[src/rtl/mdio_c45_slave.sv]
module mdio_c45_slave #(
  parameter int PRE_MIN = 32
) (
  input  logic        clk,
  input  logic        rst_n,
  input  logic        mdc,
  input  logic        mdio_i,
  output logic        mdio_o,
  output logic        mdio_oe,
  input  logic [4:0]  prt_pins,
  input  logic        bus_sel,
  input  logic        bus_wr,
  input  logic [1:0]  bus_addr,
  input  logic [15:0] bus_wdata,
  output logic [15:0] bus_rdata
);
  localparam int PW = $clog2(PRE_MIN + 1);
  localparam logic [PW-1:0] PRE_TOP = PW'(PRE_MIN);

  typedef enum logic [2:0] {HUNT, START, OPC, PRT, DEV, TA, DATA} st_t;

  st_t         state;
  logic [PW-1:0] pre_cnt;
  logic [3:0]  bcnt;
  logic [2:0]  mdc_sy;
  logic [1:0]  dio_sy;
  logic [1:0]  op;
  logic [15:0] sh, txsh, rx_adr, tx_dat, cfg;
  logic [7:0]  flags, set;
  logic        prt_ok, dev_ok;

  wire       rise    = mdc_sy[1] & ~mdc_sy[2];
  wire       bit_in  = dio_sy[1];
  wire [4:0] got5    = {sh[3:0], bit_in};
  wire [4:0] exp_prt = (cfg[9:5] & cfg[4:0]) | (~cfg[9:5] & prt_pins);
  wire       end_prt = rise && state == PRT && bcnt == 4'd4;
  wire       end_dev = rise && state == DEV && bcnt == 4'd4;
  wire       end_frm = rise && state == DATA && bcnt == 4'd15;
  wire       both    = prt_ok & dev_ok;
  wire       rd_go   = op[1] & both;
  wire       rd_sts  = bus_sel && !bus_wr && bus_addr == 2'd3;

  always_comb begin
    set    = '0;
    set[7] = end_prt && got5 != exp_prt;
    set[6] = end_prt && got5 == exp_prt;
    set[5] = end_dev && got5 != cfg[14:10];
    set[4] = end_dev && got5 == cfg[14:10];
    set[3] = end_frm && both && op == 2'b11;
    set[2] = end_frm && both && op == 2'b10;
    set[1] = end_frm && both && op == 2'b00;
    set[0] = end_frm && both && op == 2'b01;
  end

  always_comb begin
    case (bus_addr)
      2'd0:    bus_rdata = rx_adr;
      2'd1:    bus_rdata = tx_dat;
      2'd2:    bus_rdata = cfg;
      default: bus_rdata = {8'h00, flags};
    endcase
  end

  always_ff @(posedge clk or negedge rst_n) begin
    if (!rst_n) begin
      state <= HUNT; pre_cnt <= '0; bcnt <= '0;
      mdc_sy <= '0; dio_sy <= '0; op <= '0;
      sh <= '0; txsh <= '0; rx_adr <= '0; tx_dat <= '0;
      cfg <= 16'h0400; flags <= '0;
      prt_ok <= 1'b0; dev_ok <= 1'b0;
      mdio_o <= 1'b0; mdio_oe <= 1'b0;
    end else begin
      mdc_sy <= {mdc_sy[1:0], mdc};
      dio_sy <= {dio_sy[0], mdio_i};
      flags  <= (flags & ~{8{rd_sts}}) | set;
      if (bus_sel && bus_wr) begin
        if (bus_addr == 2'd1) tx_dat <= bus_wdata;
        if (bus_addr == 2'd2) cfg    <= bus_wdata & 16'h7FFF;
      end
      if (rise) begin
        sh   <= {sh[14:0], bit_in};
        bcnt <= bcnt + 4'd1;
        case (state)
          HUNT: begin
            bcnt <= '0;
            if (bit_in) begin
              if (pre_cnt != PRE_TOP) pre_cnt <= pre_cnt + 1'b1;
            end else begin
              if (pre_cnt == PRE_TOP) state <= START;
              pre_cnt <= '0;
            end
          end
          START: begin
            bcnt <= '0;
            if (bit_in) begin
              state <= HUNT; pre_cnt <= PW'(1);
            end else state <= OPC;
          end
          OPC: begin
            op <= {op[0], bit_in};
            if (bcnt == 4'd1) begin bcnt <= '0; state <= PRT; end
          end
          PRT: if (bcnt == 4'd4) begin
            bcnt <= '0; prt_ok <= got5 == exp_prt; state <= DEV;
          end
          DEV: if (bcnt == 4'd4) begin
            bcnt <= '0; dev_ok <= got5 == cfg[14:10]; state <= TA;
          end
          TA: begin
            if (bcnt == 4'd0 && rd_go) begin mdio_oe <= 1'b1; mdio_o <= 1'b0; end
            if (bcnt == 4'd1) begin
              bcnt <= '0; state <= DATA;
              if (rd_go) begin mdio_o <= tx_dat[15]; txsh <= {tx_dat[14:0], 1'b0}; end
            end
          end
          DATA: begin
            if (mdio_oe) begin mdio_o <= txsh[15]; txsh <= {txsh[14:0], 1'b0}; end
            if (bcnt == 4'd15) begin
              state <= HUNT; pre_cnt <= '0; mdio_oe <= 1'b0; mdio_o <= 1'b0;
              if (both && op == 2'b00) rx_adr <= {sh[14:0], bit_in};
            end
          end
          default: state <= HUNT;
        endcase
      end
    end
  end
endmodule


[config.mk]
export PLATFORM = sky130hd
export DESIGN_NAME = mdio_c45_slave
export DESIGN_NICKNAME = d
export VERILOG_FILES = /design/src/rtl/mdio_c45_slave.sv
export SDC_FILE = /design/constraint.sdc
export NUM_CORES = 1
export LEC_CHECK = 0
export ABC_AREA = 1
export BUFFER_PORTS_ARGS = -buffer_cell sky130_fd_sc_hd__buf_2
export CORE_MARGIN = 4
export CORE_UTILIZATION = 45
export DETAILED_ROUTE_END_ITERATION = 8
export GPL_TIMING_DRIVEN = 0
export SLEW_MARGIN = 20
export SYNTH_ARGS = -nofsm -noshare
export SYNTH_HDL_FRONTEND = slang
export SYNTH_SLANG_ARGS = --single-unit
[constraint.sdc]
create_clock -name clk -period 1.6 [get_ports clk]
set_input_delay 0.16 -clock clk [delete_from_list [all_inputs] [get_ports clk]]
set_output_delay 0.16 -clock clk [all_outputs]
set_load 0.02 [all_outputs]
==> run_results.csv, run 1 <==
group,metric,value,unit
run_status,outcome,"finished, violations left",
run_status,violations,"negative setup slack",
cts,cts_buffers,9,
cts,clock_latency,0.36,ns
timing,setup_violations,12,
timing,layout_min_cycle_time,1.63,ns
global_routing,grt_pass1_wl,24400,um
synth,async_reset_ff_share,100,%
global_routing,met1_usage,31.5,%
worst_hold_path,hp-class,"in -> reg",
timing,postLayoutSetupSlackWorst,-0.0293,ns
route,wl_per_cell,16.5,um
cts,htreeDepth,3,
global_routing,grt_pass1_vias,4731,
pwr,power_density,930,nW/um2
route,drtAntennaViolNets,0,
synth,syn_area_per_cell,7.79,um2
cts,path_clk_slew,0.08,ns
global_routing,grt-ovfl-total,0,
cts,tritoncts,"built",
floorplan,core.rowCount,39,
timing,grt_setup_unrepaired,"true",
setup_path,cp_slowest_cell,"dfrtp_2",
setup_path,cp_data_required_time,1.85,ns
setup_path,max_stage_delay,0.49,ns
floorplan,initial_core_util,46.8,%
pwr,power.leakage,3.46,nW
final_layout,area_delta_synth_final,26.7,%
placed_design,dpl.hpwl,10800,um
placed_design,gp_congestion,0.871,
route,vias,4989,
run,drv_cap,0,
timing,slew_headroom,61.5,%
floorplan,num_io_pins,47,
synth,synthesis.nets,731,
route,drtIter0Drc,348,
route,first_pass_iters,5,
timing,final_hold_viol_count,0,
pwr,p_total,6.40,mW
final_layout,fin_util,59.3,%
synth,synth.distinct_cells,35,
setup_path,critical_path_arrival,1.88,ns
final_layout,fin_cells,942,
timing,worst_pin_slew,0.574,ns
synth,yosysSeqAreaShare,50.2,%
final_layout,design_area,6880,um2
final_layout,diodes,0,
setup_path,critPathKind,"reg -> reg",
synth,synth_edf_count,0,
floorplan,coreArea,11600,um2
timing,max_freq,0.614,GHz
final_layout,drive_gt1_share,27.3,%
placed_design,place_inst,887,
route,viasPerCell,5.30,
global_routing,use_met2,34.1,%
synth,yosysWarnings,0,
global_routing,gr-usage-met3,5.29,%
cts,clockBufferDepth,2,
global_routing,track_usage,22.2,%
placed_design,place_area,5870,um2
synth,synth_seq_cells,109,
route,totalWireLength,15600,um
global_routing,top_usage_layer,"met2",
floorplan,die_h,118,um
global_routing,antenna_found_initial,0,
placed_design,pre_cts_ws,-0.190,ns
cts,clock_sinks,109,
setup_path,cp_cell_sequence,"buf_6, nor2_4, nand2_2, a21oi_4, nand2_4, clkbuf_16, nand2_2, nand2_1",
synth,synthCells,697,
final_layout,final_common_cell,"nand2_1",
pwr,ir_drop,0.729,mV
synth,synth.cell_area,5430,um2
cts,cts-root-buf,"clkbuf_16",
setup_path,worst_setup_path_start_kind,"flip-flop",
timing,fin_skew,0.00662,ns
timing,finalMaxSlewViolations,0,
synth,ys.flop_type,"dfrtp_1",
route,drcViolationCount,0,
floorplan,die_area,13900,um2
global_routing,grt_start_max_net_pins,77,
setup_path,endpoint_kind,"flip-flop",
floorplan,die_w,118,um
setup_path,cp_max_fo,7,
final_layout,nets,828,
final_layout,final_cell_mix,"236 x nand2_1, 106 x dfrtp_1, 61 x inv_1",
placed_design,port_buffers,46,
setup_path,cp_common_cell,"nand2_2",
timing,fin_crit_sh,102,%
==> state kept, by name, indices dropped and copies added (netlist names), 4 cells and up <==
name and cells:
bcnt 4, cfg 15, flags 8, pre_cnt 6, rx_adr 16, sh 15
tx_dat 16, txsh 15
==> cells by family after synthesis <==
logic type	count (synthesis)	share of synthesized area [%]
flip-flops	109	50.2
buffers and inverters	101	7.88
adder cells (fa/ha/maj)	5	1.15
XOR/XNOR	6	0.968
AND/OR/NAND/NOR	367	28.4
AO/OA/AOI/OAI	109	11.4
==> worst max-delay path: cells and delay by family, from the launching register on <==
kind / cells / cell delay (ns)
buffers and inverters: 2 / 0.34
and+or+nand+nor: 5 / 0.42
AOI/OAI and AO/OA: 1 / 0.29
DFF: 1 / 0.49
==> routing by layer <==
layer	vias to the layer above	wire [um]
met4	0	269
met2	141	7230
li1	2418	-
met5	-	0
met3	26	910
met1	2404	7140
==> metrics by stage <==
stage / hold slack (ns) / TNS (ns)
after floorplan: -0.136 / 0
after global placement: 0.270 / -105.60
after detailed placement: 0.0707 / -5.50
after CTS: 0.0386 / -0.00927
after global routing: 0.0562 / -2.89
final: 0.0428 / -0.155
==> synth_stat cells (2+ instances only) <==
master	instances	area, um2
nand2_1	268	1010
dfrtp_1	108	2700
inv_1	73	274
o21ai_0	59	295
nand3_1	47	235
nor2_1	22	82.6
o21ai_1	19	95.1
clkbuf_1	12	45.0
a21oi_1	9	45.0
nand2_2	7	43.8
buf_2	6	30.0
nand4_1	6	37.5
o2111ai_1	6	52.6
ha_1	5	62.6
o211ai_1	5	37.5
buf_6	4	45.0
nor3_1	4	20.0
o21ai_2	4	35.0
xnor2_1	4	35.0
buf_4	3	22.5
nand3b_1	3	22.5
nor2_2	3	18.8
o22ai_1	3	18.8
inv_2	2	7.51
nand2_4	2	22.5
nor2_4	2	22.5
o31ai_1	2	15.0
xor2_1	2	17.5
==> timing repair <==
| action | 4_1_cts | 5_1_grt |
|---|---|---|
| endpoints found under the setup margin | 61 | 67 |
| gates cloned | 0 | 4 |
| buffers inserted | 3 | 30 |
| resized for setup | 23 | 108 |
| hold endpoints to repair | 35 | 0 |
| hold buffers | 3 | 0 |
| pin swaps | 2 | 15 |
==> cell type report <==
type / count / area (um2)
Multi-Input combinational cell: 487 / 2570
Clock inverter: 7 / 48.8
Fill cell: 1053 / 4730
Inverter: 75 / 298
Clock buffer: 9 / 225
Timing Repair Buffer: 87 / 636
Tap cell: 143 / 179
Buffer: 25 / 193
Sequential cell: 109 / 2730
==> where the power goes <==
| part | total, mW | internal, mW | leakage [nW] | switching (mW) |
|---|---|---|---|---|
| clock | 2.14 | 1.06 | 0.136 | 1.08 |
| combinational | 0.998 | 0.375 | 1.88 | 0.623 |
| sequential | 3.26 | 3.00 | 1.44 | 0.259 |
==> path summary, 6_finish.rpt <==
path	slack, ns	cells after the start	startpoint	end
setup / recovery	-0.03	8	state[1]	txsh[6]
hold / removal	0.04	3	bus_wdata[10]	cfg[10]
setup reg to reg	-0.03	8	state[1]	txsh[6]
hold reg to reg	0.35	0	dio_sy[0]	dio_sy[1]
max in group asynchronous	0.64	3	rst_n	cfg[10]
min in group asynchronous	0.25	2	rst_n	state[0]
(Power assumes the default switching activity.)
==> run 2: changes to the inputs <==
--- a/config.mk
+++ b/config.mk
@@ -5,7 +5,6 @@
 export SDC_FILE = /design/constraint.sdc
 export NUM_CORES = 1
 export LEC_CHECK = 0
-export ABC_AREA = 1
 export BUFFER_PORTS_ARGS = -buffer_cell sky130_fd_sc_hd__buf_2
 export CORE_MARGIN = 4
 export CORE_UTILIZATION = 45
==> run 2 against run 1 <==
Net effect: the flow still finishes with violations (negative setup slack); total power is 4.8% higher; global-route usage down 2.2 points; sequential power about the same; sequential share of layout area shrank 0.21 points; largest power group unchanged.
==> run_results.csv, run 2 <==
group,metric,value,unit
setup_path,worst_setup_path_start_kind,"flip-flop",
setup_path,max_stage_delay,0.41,ns
pwr,power.leakage,3.42,nW
floorplan,die_area,14100,um2
placed_design,gp_congestion,0.857,
floorplan,coreArea,12000,um2
setup_path,critical_path_arrival,2.03,ns
route,drtIter0Drc,296,
synth,ys.flop_type,"dfrtp_1",
synth,syn_area_per_cell,11.5,um2
timing,postLayoutSetupSlackWorst,-0.186,ns
global_routing,grt_pass1_wl,22200,um
worst_hold_path,hp-class,"in -> reg",
timing,slew_headroom,69.8,%
setup_path,endpoint_kind,"flip-flop",
synth,async_reset_ff_share,100,%
setup_path,crit_family,"flip-flops",
timing,finalMaxSlewViolations,0,
cts,cts-root-buf,"clkbuf_16",
cts,cts_buffers,9,
route,wl_per_cell,18.7,um
cts,htreeDepth,3,
synth,synth.distinct_cells,63,
global_routing,grt_pass1_vias,4147,
floorplan,initial_core_util,45.9,%
floorplan,num_io_pins,47,
global_routing,grt_start_max_net_pins,67,
run_status,outcome,"finished, violations left",
global_routing,antenna_found_initial,0,
synth,synth_seq_cells,109,
synth,synth.top_cell.area_share,49.0,%
cts,clockBufferDepth,2,
cts,tritoncts,"built",
global_routing,track_usage,20.0,%
timing,worst_hold_slack,0.0472,ns
timing,grt_setup_unrepaired,"true",
final_layout,register_area,2730,um2
synth,synth_commonest_cells,"110 x nand2_1, 108 x dfrtp_1, 46 x mux2_2",
final_layout,final_cell_mix,"110 x nand2_1, 104 x dfrtp_1, 44 x buf_2",
timing,worst_pin_slew,0.451,ns
synth,yosys-top-cells-area,"dfrtp_1 49%, mux2_2 9.4%, nand2_1 7.5%",
placed_design,place_area,5970,um2
pwr,power_density,969,nW/um2
setup_path,cp_slowest_cell,"dfrtp_1",
pwr,p_total,6.71,mW
floorplan,die_w,119,um
global_routing,grt-ovfl-total,0,
final_layout,final_common_cell,"nand2_1",
final_layout,multiInputGateArea,2830,um2
run,drv_cap,0,
timing,max_freq,0.560,GHz
final_layout,design_area,6930,um2
final_layout,nets,614,
synth,synthesis.nets,516,
route,first_pass_iters,4,
timing,setup_tns,-4.77,ns
route,drcViolationCount,0,
setup_path,cp_max_fo,5,
cts,clock_sinks,109,
setup_path,critPathKind,"reg -> reg",
final_layout,drive_gt1_share,41.7,%
synth,yosysTopAreaCell,"dfrtp_1",
final_layout,diodes,0,
timing,layout_min_cycle_time,1.79,ns
synth,synth_edf_count,0,
route,viasPerCell,5.51,
timing,fin_skew,0.0142,ns
setup_path,cp_cell_sequence,"inv_2, ha_4, nor3b_4, nand3_2, a21boi_4, buf_12, clkbuf_16, mux2_4",
run_status,violations,"negative setup slack",
placed_design,port_buffers,44,
timing,fin_crit_sh,112,%
synth,synth.cell_area,5520,um2
final_layout,largestRegisters,"rx_adr: 16 flops, tx_dat: 16 flops",
synth,yosysWarnings,0,
route,vias,4033,
timing,setup_violations,39,
synth,synthCells,482,
route,totalWireLength,13700,um
placed_design,dpl.hpwl,9360,um
route,drtAntennaViolNets,0,
pwr,ir_drop,0.474,mV
final_layout,fillCellCount,1001,
cts,path_clk_slew,0.08,ns
synth,synth_most_common_cell,"nand2_1",
floorplan,die_h,119,um
setup_path,cp_data_required_time,1.85,ns
synth,yosysSeqAreaShare,49.4,%
timing,final_hold_viol_count,0,
setup_path,critical_path_buf_inv_count,3,
floorplan,core.rowCount,40,
final_layout,area_delta_synth_final,25.5,%
cts,clock_latency,0.36,ns
run 2: cell families (layout without fill, tap and decap cells):
family	Yosys count	in the layout	synth area share, %
buf+inv	34	137	3.38
flops	109	109	49.4
compound gates	58	58	7.59
xor+xnor	12	12	1.90
simple gates	177	177	16.3
mux	87	87	20.3
fa+ha+maj	5	5	1.13
run 2: path summary, 6_finish.rpt:
check | startpoint | cells after the start | slack (ns) | endpoint
setup reg to reg | bcnt[1] | 8 | -0.19 | txsh[13]
hold / removal | bus_wdata[15] | 2 | 0.05 | tx_dat[15]
max in group asynchronous | rst_n | 3 | 0.62 | cfg[10]
min in group asynchronous | rst_n | 2 | 0.28 | mdc_sy[0]
setup / recovery | bcnt[1] | 8 | -0.19 | txsh[13]
hold reg to reg | dio_sy[0] | 0 | 0.35 | dio_sy[1]
run 2: timing repair:
action                                  4_1_cts  5_1_grt
pin swaps                                    13        5
cloned                                        0        1
resized for setup                            51       34
buffers inserted                             27       13
endpoints found under the hold margin        45        0
endpoints found under the setup margin       69       74
hold buffers                                  3        0
run 2: per-stage QoR:
stage / cells / util, % / worst slack, ns
3_3_place_gp: 673 / 49.4 / -0.951
2_1_floorplan: 482 / - / -0.176
6_report: 732 / 57.7 / -0.186
5_1_grt: 732 / 57.7 / -0.247
3_5_place_dp: 674 / 49.7 / -0.428
4_1_cts: 719 / 55.6 / -0.223
run 2: final cells by class:
type | count | share of cell area, %
buffer | 22 | 2.42
clock buffer | 9 | 3.25
clock inverter | 7 | 1.14
inverter | 11 | 0.596
multi-input combinational | 339 | 40.8
sequential | 109 | 39.5
tap | 147 | 2.66
timing repair buffer | 88 | 9.63
run 2: where the power goes:
part           leakage (nW)  switching (mW)  total, mW  internal [mW]
logic                  1.84           0.586       1.16          0.579
clock network         0.148            1.14       2.25           1.11
registers              1.43           0.261       3.29           3.03
total                  3.42            1.99       6.71           4.72
run 2: layer usage:
metal | GRT usage, % | share of wire (%) | up-vias
met2 | 31.3 | 48 | 75
li1 | - | - | 1895
met4 | 6.66 | 1.6 | 0
met1 | 28.3 | 47 | 2046
met5 | 0 | 0 | -
met3 | 3.40 | 3.7 | 17
==> run 3: changes to the inputs <==
--- a/config.mk
+++ b/config.mk
@@ -10,6 +10,7 @@
 export CORE_UTILIZATION = 45
 export DETAILED_ROUTE_END_ITERATION = 8
 export GPL_TIMING_DRIVEN = 0
+export MAX_ROUTING_LAYER = met4
 export SLEW_MARGIN = 20
 export SYNTH_ARGS = -nofsm -noshare
 export SYNTH_HDL_FRONTEND = slang
==> run 3 against run 2 <==
Net effect: the flow still finishes with violations (negative setup slack); combinational power hardly changed; total power is 0.11% lower; final cell count is 0.14% lower.
==> run_results.csv, run 3 (synthesis gave the netlist of run 2 again) <==
group,metric,value,unit
run_status,outcome,"finished, violations left",
run_status,violations,"negative setup slack",
timing,layout_min_cycle_time,1.79,ns
final_layout,final_common_cell,"nand2_1",
setup_path,cp_max_fo,5,
route,drcViolationCount,0,
final_layout,final_cell_mix,"110 x nand2_1, 104 x dfrtp_1, 45 x buf_2",
worst_hold_path,hp-class,"in -> reg",
route,drtAntennaViolNets,0,
setup_path,rr_endpoint,"txsh[13]",
route,viasPerCell,5.52,
worst_hold_path,hold_start,"bus_wdata[9]",
cts,tritoncts,"built",
final_layout,area_delta_synth_final,25.2,%
placed_design,place_area,5970,um2
final_layout,design_area,6910,um2
setup_path,critPathKind,"reg -> reg",
run,drv_cap,0,
global_routing,grt_pass1_vias,4155,
global_routing,grt_start_max_net_pins,67,
final_layout,fin_cells,731,
cts,cts-root-buf,"clkbuf_16",
route,drtIter0Drc,316,
timing,setup_violations,40,
floorplan,coreArea,12000,um2
cts,htreeDepth,3,
timing,final_hold_viol_count,0,
timing,finalMaxSlewViolations,0,
placed_design,port_buffers,44,
route,first_pass_iters,6,
setup_path,endpoint_kind,"flip-flop",
worst_hold_path,hold_end,"tx_dat[9]",
pwr,power.leakage,3.41,nW
placed_design,place_inst,674,
floorplan,core.rowCount,40,
floorplan,die_h,119,um
setup_path,cp_data_required_time,1.85,ns
setup_path,worst_setup_path_start_kind,"flip-flop",
route,vias,4034,
setup_path,critical_path_arrival,2.03,ns
global_routing,grt_pass1_wl,22200,um
cts,path_clk_slew,0.08,ns
setup_path,r2r_setup_slack,-0.19,ns
placed_design,pre_cts_ws,-0.428,ns
global_routing,track_usage,20.6,%
cts,clock_latency,0.36,ns
final_layout,drive_gt1_share,41.6,%
final_layout,nets,613,
floorplan,initial_core_util,45.9,%
global_routing,grt-ovfl-total,0,
placed_design,gp_congestion,0.871,
floorplan,die_w,119,um
cts,clockBufferDepth,2,
timing,postLayoutSetupSlackWorst,-0.186,ns
timing,slew_headroom,70.5,%
final_layout,largestRegisters,"rx_adr: 16 flops, tx_dat: 16 flops",
timing,grt_setup_unrepaired,"true",
worst_hold_path,hold_path_depth,2,
placed_design,dpl.hpwl,9360,um
cts,cts_buffers,9,
timing,worst_pin_slew,0.441,ns
setup_path,r2r-start,"bcnt[1]",
floorplan,num_io_pins,47,
final_layout,fin_util,57.5,%
route,totalWireLength,13700,um
timing,fin_skew,0.0124,ns
timing,fin_crit_sh,112,%
floorplan,die_area,14100,um2
pwr,p_total,6.70,mW
pwr,ir_drop,0.473,mV
global_routing,antenna_found_initial,0,
route,wl_per_cell,18.8,um
cts,clock_sinks,109,
timing,max_freq,0.560,GHz
setup_path,rr_worst_depth,8,
final_layout,diodes,0,
pwr,power_density,969,nW/um2
==> run 3: cell count changes in the layout (fill, tap and decap cells not counted) <==
| cell | previous run | this run |
|---|---|---|
| buf_6 | 15 | 14 |
| buf_2 | 44 | 45 |
| buf_4 | 40 | 39 |
==> run 3: final cells by class <==
cell class,instances,area (um2)
Multi-Input combinational cell,339,2830
Sequential cell,109,2730
Tap cell,147,184
Inverter,11,41.3
Fill cell,1006,5100
Buffer,22,168
Clock buffer,9,225
Timing Repair Buffer,87,653
Clock inverter,7,78.8
==> run 3: worst max path at each step <==
| stage | startpoint | slack, ns | endpoint |
|---|---|---|---|
| floorplan | bcnt[1] | -0.18 | txsh[10] |
| global placement | rst_n | -0.95 | tx_dat[9] |
| detailed placement | bcnt[1] | -0.43 | txsh[14] |
| CTS | bcnt[1] | -0.22 | txsh[10] |
| global route | bcnt[1] | -0.25 | txsh[14] |
| finish | bcnt[1] | -0.19 | txsh[13] |
==> run 3: what timing repair did <==
action / CTS / global route
gates cloned: 0 / 1
buffers inserted: 27 / 12
endpoints found under the hold margin: 45 / 0
hold buffers: 3 / 0
resized for setup: 51 / 32
pin swaps: 13 / 5
setup endpoints to repair: 69 / 74
==> run 3: report_power, final <==
part	total, mW	leakage [nW]	internal, mW	switching, mW
clock network	2.25	0.148	1.11	1.14
logic	1.16	1.84	0.574	0.585
registers	3.29	1.43	3.03	0.261
total	6.70	3.41	4.72	1.98
==> run 3: layer usage <==
layer	GRT usage, %	wire length (um)	part of all wire [%]
met1	28.5	6540	48
met2	31.3	6530	48
met3	2.87	465	3.4
met4	7.31	200	1.5
met5	-	0	0
==> run 3: critical path, cell delays in order, from the launching register on <==
cell,delay (ns)
dfrtp_1,0.41
inv_2,0.09
ha_4,0.12
nor3b_4,0.20
nand3_2,0.11
a21boi_4,0.17
buf_12,0.14
clkbuf_16,0.14
mux2_4,0.29
==> run 3: through the flow <==
step,TNS [ns],hold slack (ns)
floorplan,-3.05,-0.136
global placement,-116.48,0.268
detailed placement,-17.11,0.113
CTS,-6.69,0.0418
global route,-7.86,0.0430
finish,-4.77,0.0465
